--- config.mk ---
export PLATFORM = sky130hd
export DESIGN_NAME = secure_region_guard
export DESIGN_NICKNAME = d
export VERILOG_FILES = /design/src/rtl/secure_region_guard.sv
export SDC_FILE = /design/constraint.sdc
export NUM_CORES = 1
export LEC_CHECK = 0
export BUFFER_PORTS_ARGS = -buffer_cell sky130_fd_sc_hd__buf_2
export CAP_MARGIN = 5
export CORE_MARGIN = 2
export CORE_UTILIZATION = 32
export CTS_CLUSTER_DIAMETER = 40
export CTS_CLUSTER_SIZE = 8
export DETAILED_ROUTE_END_ITERATION = 8
export HOLD_SLACK_MARGIN = 0.12
export SLEW_MARGIN = 20
export SYNTH_ARGS = -nofsm -noshare
export SYNTH_HDL_FRONTEND = slang
export SYNTH_SLANG_ARGS = --single-unit
--- constraint.sdc ---
create_clock -name clk -period 4 [get_ports clk]
set_input_delay 0.6 -clock clk [delete_from_list [all_inputs] [get_ports clk]]
set_output_delay 0.6 -clock clk [all_outputs]
set_load 0.1 [all_outputs]
--- src/rtl/secure_region_guard.sv ---
module secure_region_guard #(
  parameter int AW   = 32,
  parameter int NREG = 4,
  parameter int IDW  = 4,
  localparam int IW  = (NREG > 1) ? $clog2(NREG) : 1
) (
  input  logic           clk,
  input  logic           rst_n,
  input  logic           cfg_we,
  input  logic [IW-1:0]  cfg_idx,
  input  logic [AW-1:0]  cfg_lo,
  input  logic [AW-1:0]  cfg_hi,
  input  logic           cfg_secure,
  input  logic [IDW-1:0] cfg_sid,
  input  logic [2:0]     cfg_perm,
  input  logic           acc_valid,
  input  logic [AW-1:0]  acc_addr,
  input  logic           acc_write,
  input  logic           acc_secure,
  input  logic           acc_user,
  input  logic [IDW-1:0] acc_fetch_sid,
  input  logic           acc_fetch_secure,
  input  logic           acc_fetch_user,
  output logic           grant,
  output logic           violation,
  output logic           cfg_err
);

  logic [AW-1:0]  r_lo   [NREG];
  logic [AW-1:0]  r_hi   [NREG];
  logic           r_sec  [NREG];
  logic [IDW-1:0] r_sid  [NREG];
  logic [2:0]     r_perm [NREG];

  logic [NREG-1:0] live, hit, clash_v;
  logic            sel_sec;
  logic [IDW-1:0]  sel_sid;
  logic [2:0]      sel_perm;

  wire new_live = cfg_hi > cfg_lo;

  always_comb begin
    sel_sec  = 1'b0;
    sel_sid  = '0;
    sel_perm = '0;
    for (int i = 0; i < NREG; i++) begin
      live[i]    = r_hi[i] > r_lo[i];
      hit[i]     = live[i] && acc_addr >= r_lo[i] && acc_addr < r_hi[i];
      clash_v[i] = (IW'(i) != cfg_idx) && live[i] && new_live &&
                   cfg_lo < r_hi[i] && r_lo[i] < cfg_hi;
      if (hit[i]) begin
        sel_sec  = sel_sec  | r_sec[i];
        sel_sid  = sel_sid  | r_sid[i];
        sel_perm = sel_perm | r_perm[i];
      end
    end
  end

  wire clash    = |clash_v;
  wire world_ok = !sel_sec || acc_secure;
  wire sid_ok   = sel_sid == acc_fetch_sid;
  wire mode_ok  = (acc_fetch_secure == acc_secure) && (acc_fetch_user == acc_user);
  wire perm_ok  = (acc_write ? sel_perm[1] : sel_perm[0]) && (!acc_user || sel_perm[2]);
  wire allow    = |hit && world_ok && sid_ok && mode_ok && perm_ok;

  always_ff @(posedge clk or negedge rst_n) begin
    if (!rst_n) begin
      for (int i = 0; i < NREG; i++) begin
        r_lo[i]   <= '0;
        r_hi[i]   <= '0;
        r_sec[i]  <= 1'b0;
        r_sid[i]  <= '0;
        r_perm[i] <= '0;
      end
      grant     <= 1'b0;
      violation <= 1'b0;
      cfg_err   <= 1'b0;
    end else begin
      grant     <= acc_valid && allow;
      violation <= acc_valid && !allow;
      if (cfg_we) begin
        if (clash) begin
          cfg_err <= 1'b1;
        end else begin
          r_lo[cfg_idx]   <= cfg_lo;
          r_hi[cfg_idx]   <= cfg_hi;
          r_sec[cfg_idx]  <= cfg_secure;
          r_sid[cfg_idx]  <= cfg_sid;
          r_perm[cfg_idx] <= cfg_perm;
        end
      end
    end
  end

  a_r10_exclusive: assert property (@(posedge clk) disable iff (!rst_n)
    !(grant && violation));
  a_r10_answer: assert property (@(posedge clk) disable iff (!rst_n)
    acc_valid |=> (grant || violation));
  a_r10_idle: assert property (@(posedge clk) disable iff (!rst_n)
    !acc_valid |=> (!grant && !violation));
  a_r4_sticky: assert property (@(posedge clk) disable iff (!rst_n)
    cfg_err |=> cfg_err);
  a_r4_reject: assert property (@(posedge clk) disable iff (!rst_n)
    (cfg_we && clash) |=> cfg_err);
  a_r4_single_hit: assert property (@(posedge clk) disable iff (!rst_n)
    $onehot0(hit));
  a_r5_secure_only: assert property (@(posedge clk) disable iff (!rst_n)
    (acc_valid && sel_sec && !acc_secure) |=> violation);
  a_r9_miss: assert property (@(posedge clk) disable iff (!rst_n)
    (acc_valid && hit == '0) |=> violation);

endmodule

Word level (Yosys, flattened, before mapping)
Cells that the tools add are included.
- flip-flop bits (word level): 291
- input port bits: 119
- output and inout bits: 3
- magnitude comparators: 23
- equality and inequality tests: 6
- muxes and demuxes: 26
- bitwise gates (word level): 11
- reduce and logical (&&, ||, !) cells: 43
- operators with widths (cell ; number):
    32-bit < comparator ; 12
    128-bit bitwise mux ; 2
    32-bit > comparator ; 5
    32-bit greater-or-equal comparator ; 4
    32-bit demux with 2-bit select ; 1
    1-bit logical AND ; 33
    32-bit two-way mux ; 1
    4-bit two-way mux ; 5
    16-bit bitwise mux ; 1
    3-bit two-way mux ; 5
    12-bit bitwise mux ; 1
    4-bit bitwise OR ; 3
    3-bit bitwise OR ; 3
    4-bit demux with 2-bit select ; 1
    4-bit OR reduction ; 2
    3-bit demux with 2-bit select ; 1
    1-bit two-way mux ; 6
    4-bit bitwise mux ; 1
    4-bit equality test ; 1
    2-bit != test, first input constant ; 2
    2-bit AND reduction ; 2
    3-bit greater-or-equal comparator, second input constant ; 1
    1-bit zero test ; 3
    3-bit by 1-bit < comparator with 1-bit output, second input constant ; 1
    8 further kinds ; 12

Depth between registers and ports, before layout
- depth after elaboration: 18
- depth in mapped cells: 14
- depth with buffers taken out: 13

Worst setup path before layout
Ideal clock, no wire load.
- path type: in2reg
- start: in acc_addr[18]
- end: reg grant
- setup time: 0.066 ns
- arrival: 3.444 ns
- data required time: 3.934 ns
- slack: 0.490 ns
- stages on the path: 13
- path buffers: 1
- path through: ha_1 -> a21o_1 -> a221o_1 -> a221o_1 -> a2111oi_4 -> a22oi_2 -> and2_4 -> buf_6 -> a211oi_2 -> a32oi_1 -> a2111oi_2 -> and4bb_1 -> and2_1
- longest elaborated chain between the ends: 17
- elaborated cells between the ends (all ways): 49
- classes of those cells: 8 x order compare; 1 x eq/ne; 13 x mux; 9 x bitwise; 18 x reduce/logical
- RTL lines (item ; RTL line ; source):
    start: declaration ; 17 ; input logic [AW-1:0] acc_addr,
    32-bit greater-or-equal comparator ; 48 ; hit[i] = live[i] && acc_addr >= r_lo[i] && acc_addr < r_hi[i];
    1-bit logical AND (2 in series) ; 48 ;
    1-bit two-way mux ; 51 ; if (hit[i]) begin
    1-bit bitwise OR ; 52 ; sel_sec = sel_sec | r_sec[i];
    1-bit two-way mux ; 51 ;
    1-bit bitwise OR ; 52 ;
    1-bit two-way mux ; 51 ;
    1-bit bitwise OR ; 52 ;
    1-bit two-way mux ; 51 ;
    1-bit zero test ; 60 ; wire world_ok = !sel_sec || acc_secure;
    1-bit logical OR ; 60 ;
    1-bit logical AND (3 in series) ; 64 ; wire allow = |hit && world_ok && sid_ok && mode_ok && perm_ok;
    1-bit logical AND * ; 64 ;
    1-bit logical AND * ; 79 ; grant <= acc_valid && allow;
    end signal: assignment ; 79 ;
    end: declaration ; 24 ; output logic grant,
Mark *: on every way between the ends. The rest lies on a longest branch, timed or not.
A chain may end at the register's enable or synchronous reset.

Final worst setup path
- start: reg r_lo[95] (netlist bit)
- end: reg grant
- longest elaborated chain between the ends: 15
- elaborated cells between the ends (all ways): 31
- classes of those cells: 2 x order compare; 1 x eq/ne; 10 x mux; 6 x bitwise; 12 x reduce/logical
- RTL lines (item ; RTL line ; source):
    start: declaration ; 29 ; logic [AW-1:0] r_lo [NREG];
    start signal: indexed assignment ; 85 ; r_lo[cfg_idx] <= cfg_lo;
    32-bit > comparator / 32-bit greater-or-equal comparator (equally long branches) ; 47, 48 ;
    1-bit logical AND * (2 in series) ; 48 ;
    1-bit two-way mux ; 51 ;
    1-bit bitwise OR ; 52 ;
    1-bit two-way mux ; 51 ;
    1-bit bitwise OR ; 52 ;
    1-bit two-way mux ; 51 ;
    1-bit zero test ; 60 ;
    1-bit logical OR ; 60 ;
    1-bit logical AND (3 in series) ; 64 ;
    1-bit logical AND * ; 64 ;
    1-bit logical AND * ; 79 ;
Marks and branches as above.

==> key figures <==
Setup path
  • CP top delay family: simple AND/OR/NAND/NOR gates
  • CP Data Arrival Time: around 4.4 ns
  • CP required: between 4 and 5 ns
  • Type of the worst setup path: reg -> reg
  • Worst setup SP type: flip-flop
  • Critical path capture point type: flip-flop
  • Crit-path cells: inv_1, ha_1, and3_1, nand4_1, nor4_2, buf_4, a211oi_1, and4b_1, o2bb2a_1, a32oi_1, a2111oi_2, and4bb_1, and2_1
  • Worst-path maximum fanout: 6
  • Largest stage delay on the critical path: roughly 0.57 ns
  • Critical path buffer and inverter count: 2
  • Critical path's slowest cell: and4b_1

Placement
  • Port Buf Inserts: about 120
  • HPWL Detailed: 81.5 mm
  • Inst Count DP: ~4200
  • Routability cong.: between 0.9 and 1

Route
  • 1st-pass router iterations: 5
  • Post-Route WL: 101 mm
  • DR vias: about 24000
  • Vias per inst: 5.56
  • DRC violations left: 0
  • WL/cell: 23.4 um
  • Iter 0 DRT Violations: 2083
  • Post-route ant nets: 0

STA
  • WHS: approximately 0.25 ns
  • Clk_skew: between 0.02 and 0.025 ns
  • Number of max-slew violations in the final report: 0
  • Setup tns final: 0 ns
  • RSZ-0062 raised after global routing: no
  • Tmin final: roughly 4 ns
  • Fin. Hold Viols: 0
  • Fmax: 254 MHz
  • Worst-margin pin slew: roughly 0.87 ns
  • Slew headroom: between 40% and 50%
  • Fin crit share: ~98%
  • Finish-stage setup viols: 0

Cells and area
  • Sequential cell area: ~0.0073 mm2
  • Final #Nets: about 4000
  • Fillers: roughly 8000
  • Layout cells sized above 1: between 10% and 20%
  • Area growth syn-to-layout: 27.1%
  • Post-Layout Cell Count: between 4000 and 5000
  • Multi-input logic area: 0.0173 mm2

Floorplanning
  • DIE AREA: around 0.084 mm2
  • Floorplan row count: about 100
  • I/O Pins: between 100 and 150
  • Core ar.: about 0.081 mm2
  • Chip Width: 289 um
  • Die Y-Extent: a little under 300 um
  • Starting Density: 32.3%

Global route
  • Global-route wire length before repair: ~150 mm
  • All-layer global routing usage: roughly a quarter
  • Vias in the first global route: about 24000
  • Largest net degree at the start of global routing: around 110
  • Antenna violations before repair: 3
  • Grt ovf: 0

Synthesis
  • EDFF count, synth: 0
  • Post-Syn Nets: around 3500
  • Post-Syn Area: approximately 0.026 mm2
  • Main flop type after synthesis: dfrtp_1
  • Ranking of synthesized cells by area: ha_1 (32%), dfrtp_1 (28%), o2bb2ai_1 (9.9%)
  • Synth warn: 0
  • Yosys reg bits: 291
  • Top-area cell type share of the netlist area: between 30% and 40%
  • Post-synth cell types: 70
  • Sequential fraction of the synthesis area: about 28%
  • Cell taking the most area after synthesis: ha_1
  • Mean Syn Cell Area: roughly 9.5 um2
  • Cell count after synthesis: approximately 2700
  • Post-synthesis async set-or-reset flop share: 100%

Clocking
  • CTS max path bufs: 3
  • H-tree depth: 3
  • Worst-path clk slew: around 0.050 ns
  • Worst skew pair latency: around 0.6 ns
  • Root buffer cell: clkbuf_16
  • CTS Sinks: roughly 290
  • TritonCTS clock tree: built
  • CTS Buf Count: a little under 70

Power and ir drop
  • Maximum VDD drop: roughly 320 uV
  • Pwr Density: 717 mW/mm2
  • Leakage: between 15 and 20 nW

Flow run
  • Max Cap Violations: 0

Run status
  • Outcome: complete, no violations

Worst hold path
  • Worst Hold Class: in -> reg
## kinds of logic after synthesis
logic type / share of synthesized area (%)
AO/OA/AOI/OAI: 23.9
XOR/XNOR: 0.0337
adder cells (fa/ha/maj): 31.7
buffers and inverters: 5.99
flip-flops: 28.0
AND/OR/NAND/NOR: 10.3
## what timing repair did
item	4_1_cts	5_1_grt
gates resized for setup	5	12
hold buffers	1	0
pin swaps	0	5
buffers inserted	0	4
endpoints found under the setup margin	290	290
endpoints found under the hold margin	70	0
## sequential cells by signal, summed over array words and instances, names as in the netlist
| signal | flops |
|---|---|
| cfg_err | 1 |
| grant | 1 |
| r_hi | 128 |
| r_lo | 128 |
| r_perm | 12 |
| r_sec | 4 |
| r_sid | 16 |
| violation | 1 |
## metrics by stage
stage	cell area [um2]	util [%]	worst slack (ns)	total power, mW
after CTS	33000	40.9	0.0106	23.5
after floorplan	26000	-	0.490	12.4
after detailed placement	30500	37.8	-0.449	17.3
after global routing	33100	41.0	0.00127	25.5
after global placement	30500	37.8	-0.474	17.0
final	33100	41.0	0.0654	23.7
## cell type report
class,instances,share of cell area [%]
tap,1060,4.01
timing repair buffer,442,10.1
antenna,1,0.00757
clock inverter,32,1.39
clock buffer,89,6.01
sequential,291,22.0
inverter,348,3.95
multi-input combinational,2044,52.5
## where the power goes
part	internal, mW	total, mW	switching, mW
Sequential	4.19	5.39	1.20
Combinational	5.43	12.3	6.84
Clock	4.17	6.04	1.86
Total	13.8	23.7	9.91
## layout by cell type, fill, tap and decap left out, drive strengths merged, types with 35 or more instances in the layout
cell and instances:
ha 660, buf 441, inv 348, o2bb2ai 295, dfrtp 291, a21oi 197, nand2 164, a21o 139
nand4 116, o21ai 94, clkbuf 89, nor2 63, nand3 35
## path summary, 6_finish.rpt
kind	startpoint	endpoint	slack, ns	cells after the start
setup / recovery	r_lo[95]$_DFFE_PN0P_	grant$_DFF_PN0_	0.07	13
hold / removal	acc_valid	grant$_DFF_PN0_	0.25	2
max in group asynchronous	rst_n	r_lo[26]$_DFFE_PN0P_	2.38	3
setup reg to reg	r_lo[95]$_DFFE_PN0P_	grant$_DFF_PN0_	0.07	13
min in group asynchronous	rst_n	r_hi[34]$_DFFE_PN0P_	0.58	2
hold reg to reg	r_sid[8]$_DFFE_PN0P_	r_sid[8]$_DFFE_PN0P_	0.48	1
## cell usage after synthesis, types with 3 or more instances
cell type	count
o211ai_1	15
o31ai_1	6
dfrtp_1	291
nand2b_1	15
nand3_1	35
a221oi_1	7
clkbuf_1	50
o21bai_1	3
o2bb2ai_1	295
a2111oi_0	6
nor4_1	26
o2111ai_1	4
a22o_1	3
o31a_1	4
a21boi_0	4
a21o_1	139
a21oi_1	197
nand4_1	116
a2111o_1	3
ha_1	660
o21ai_0	92
a211oi_1	24
and4_1	12
buf_1	14
o21a_1	7
nor4b_1	3
nor2_1	63
and3_1	9
o22ai_1	6
nand2_1	164
a211o_1	3
a31oi_1	4
a221o_1	8
inv_1	347
and2_1	6
nor2b_1	34
o41ai_1	8
nor3_1	26
a311oi_1	3
## per-layer routing
metal / vias up / routed length [um] / track usage (%)
li1: 11300 / - / -
met1: 11700 / 44100 / 31.9
met2: 820 / 46000 / 39.3
met3: 184 / 7130 / 4.77
met4: 2 / 3660 / 8.96
met5: - / 11 / 0
Power figures use the tool's default switching activity.
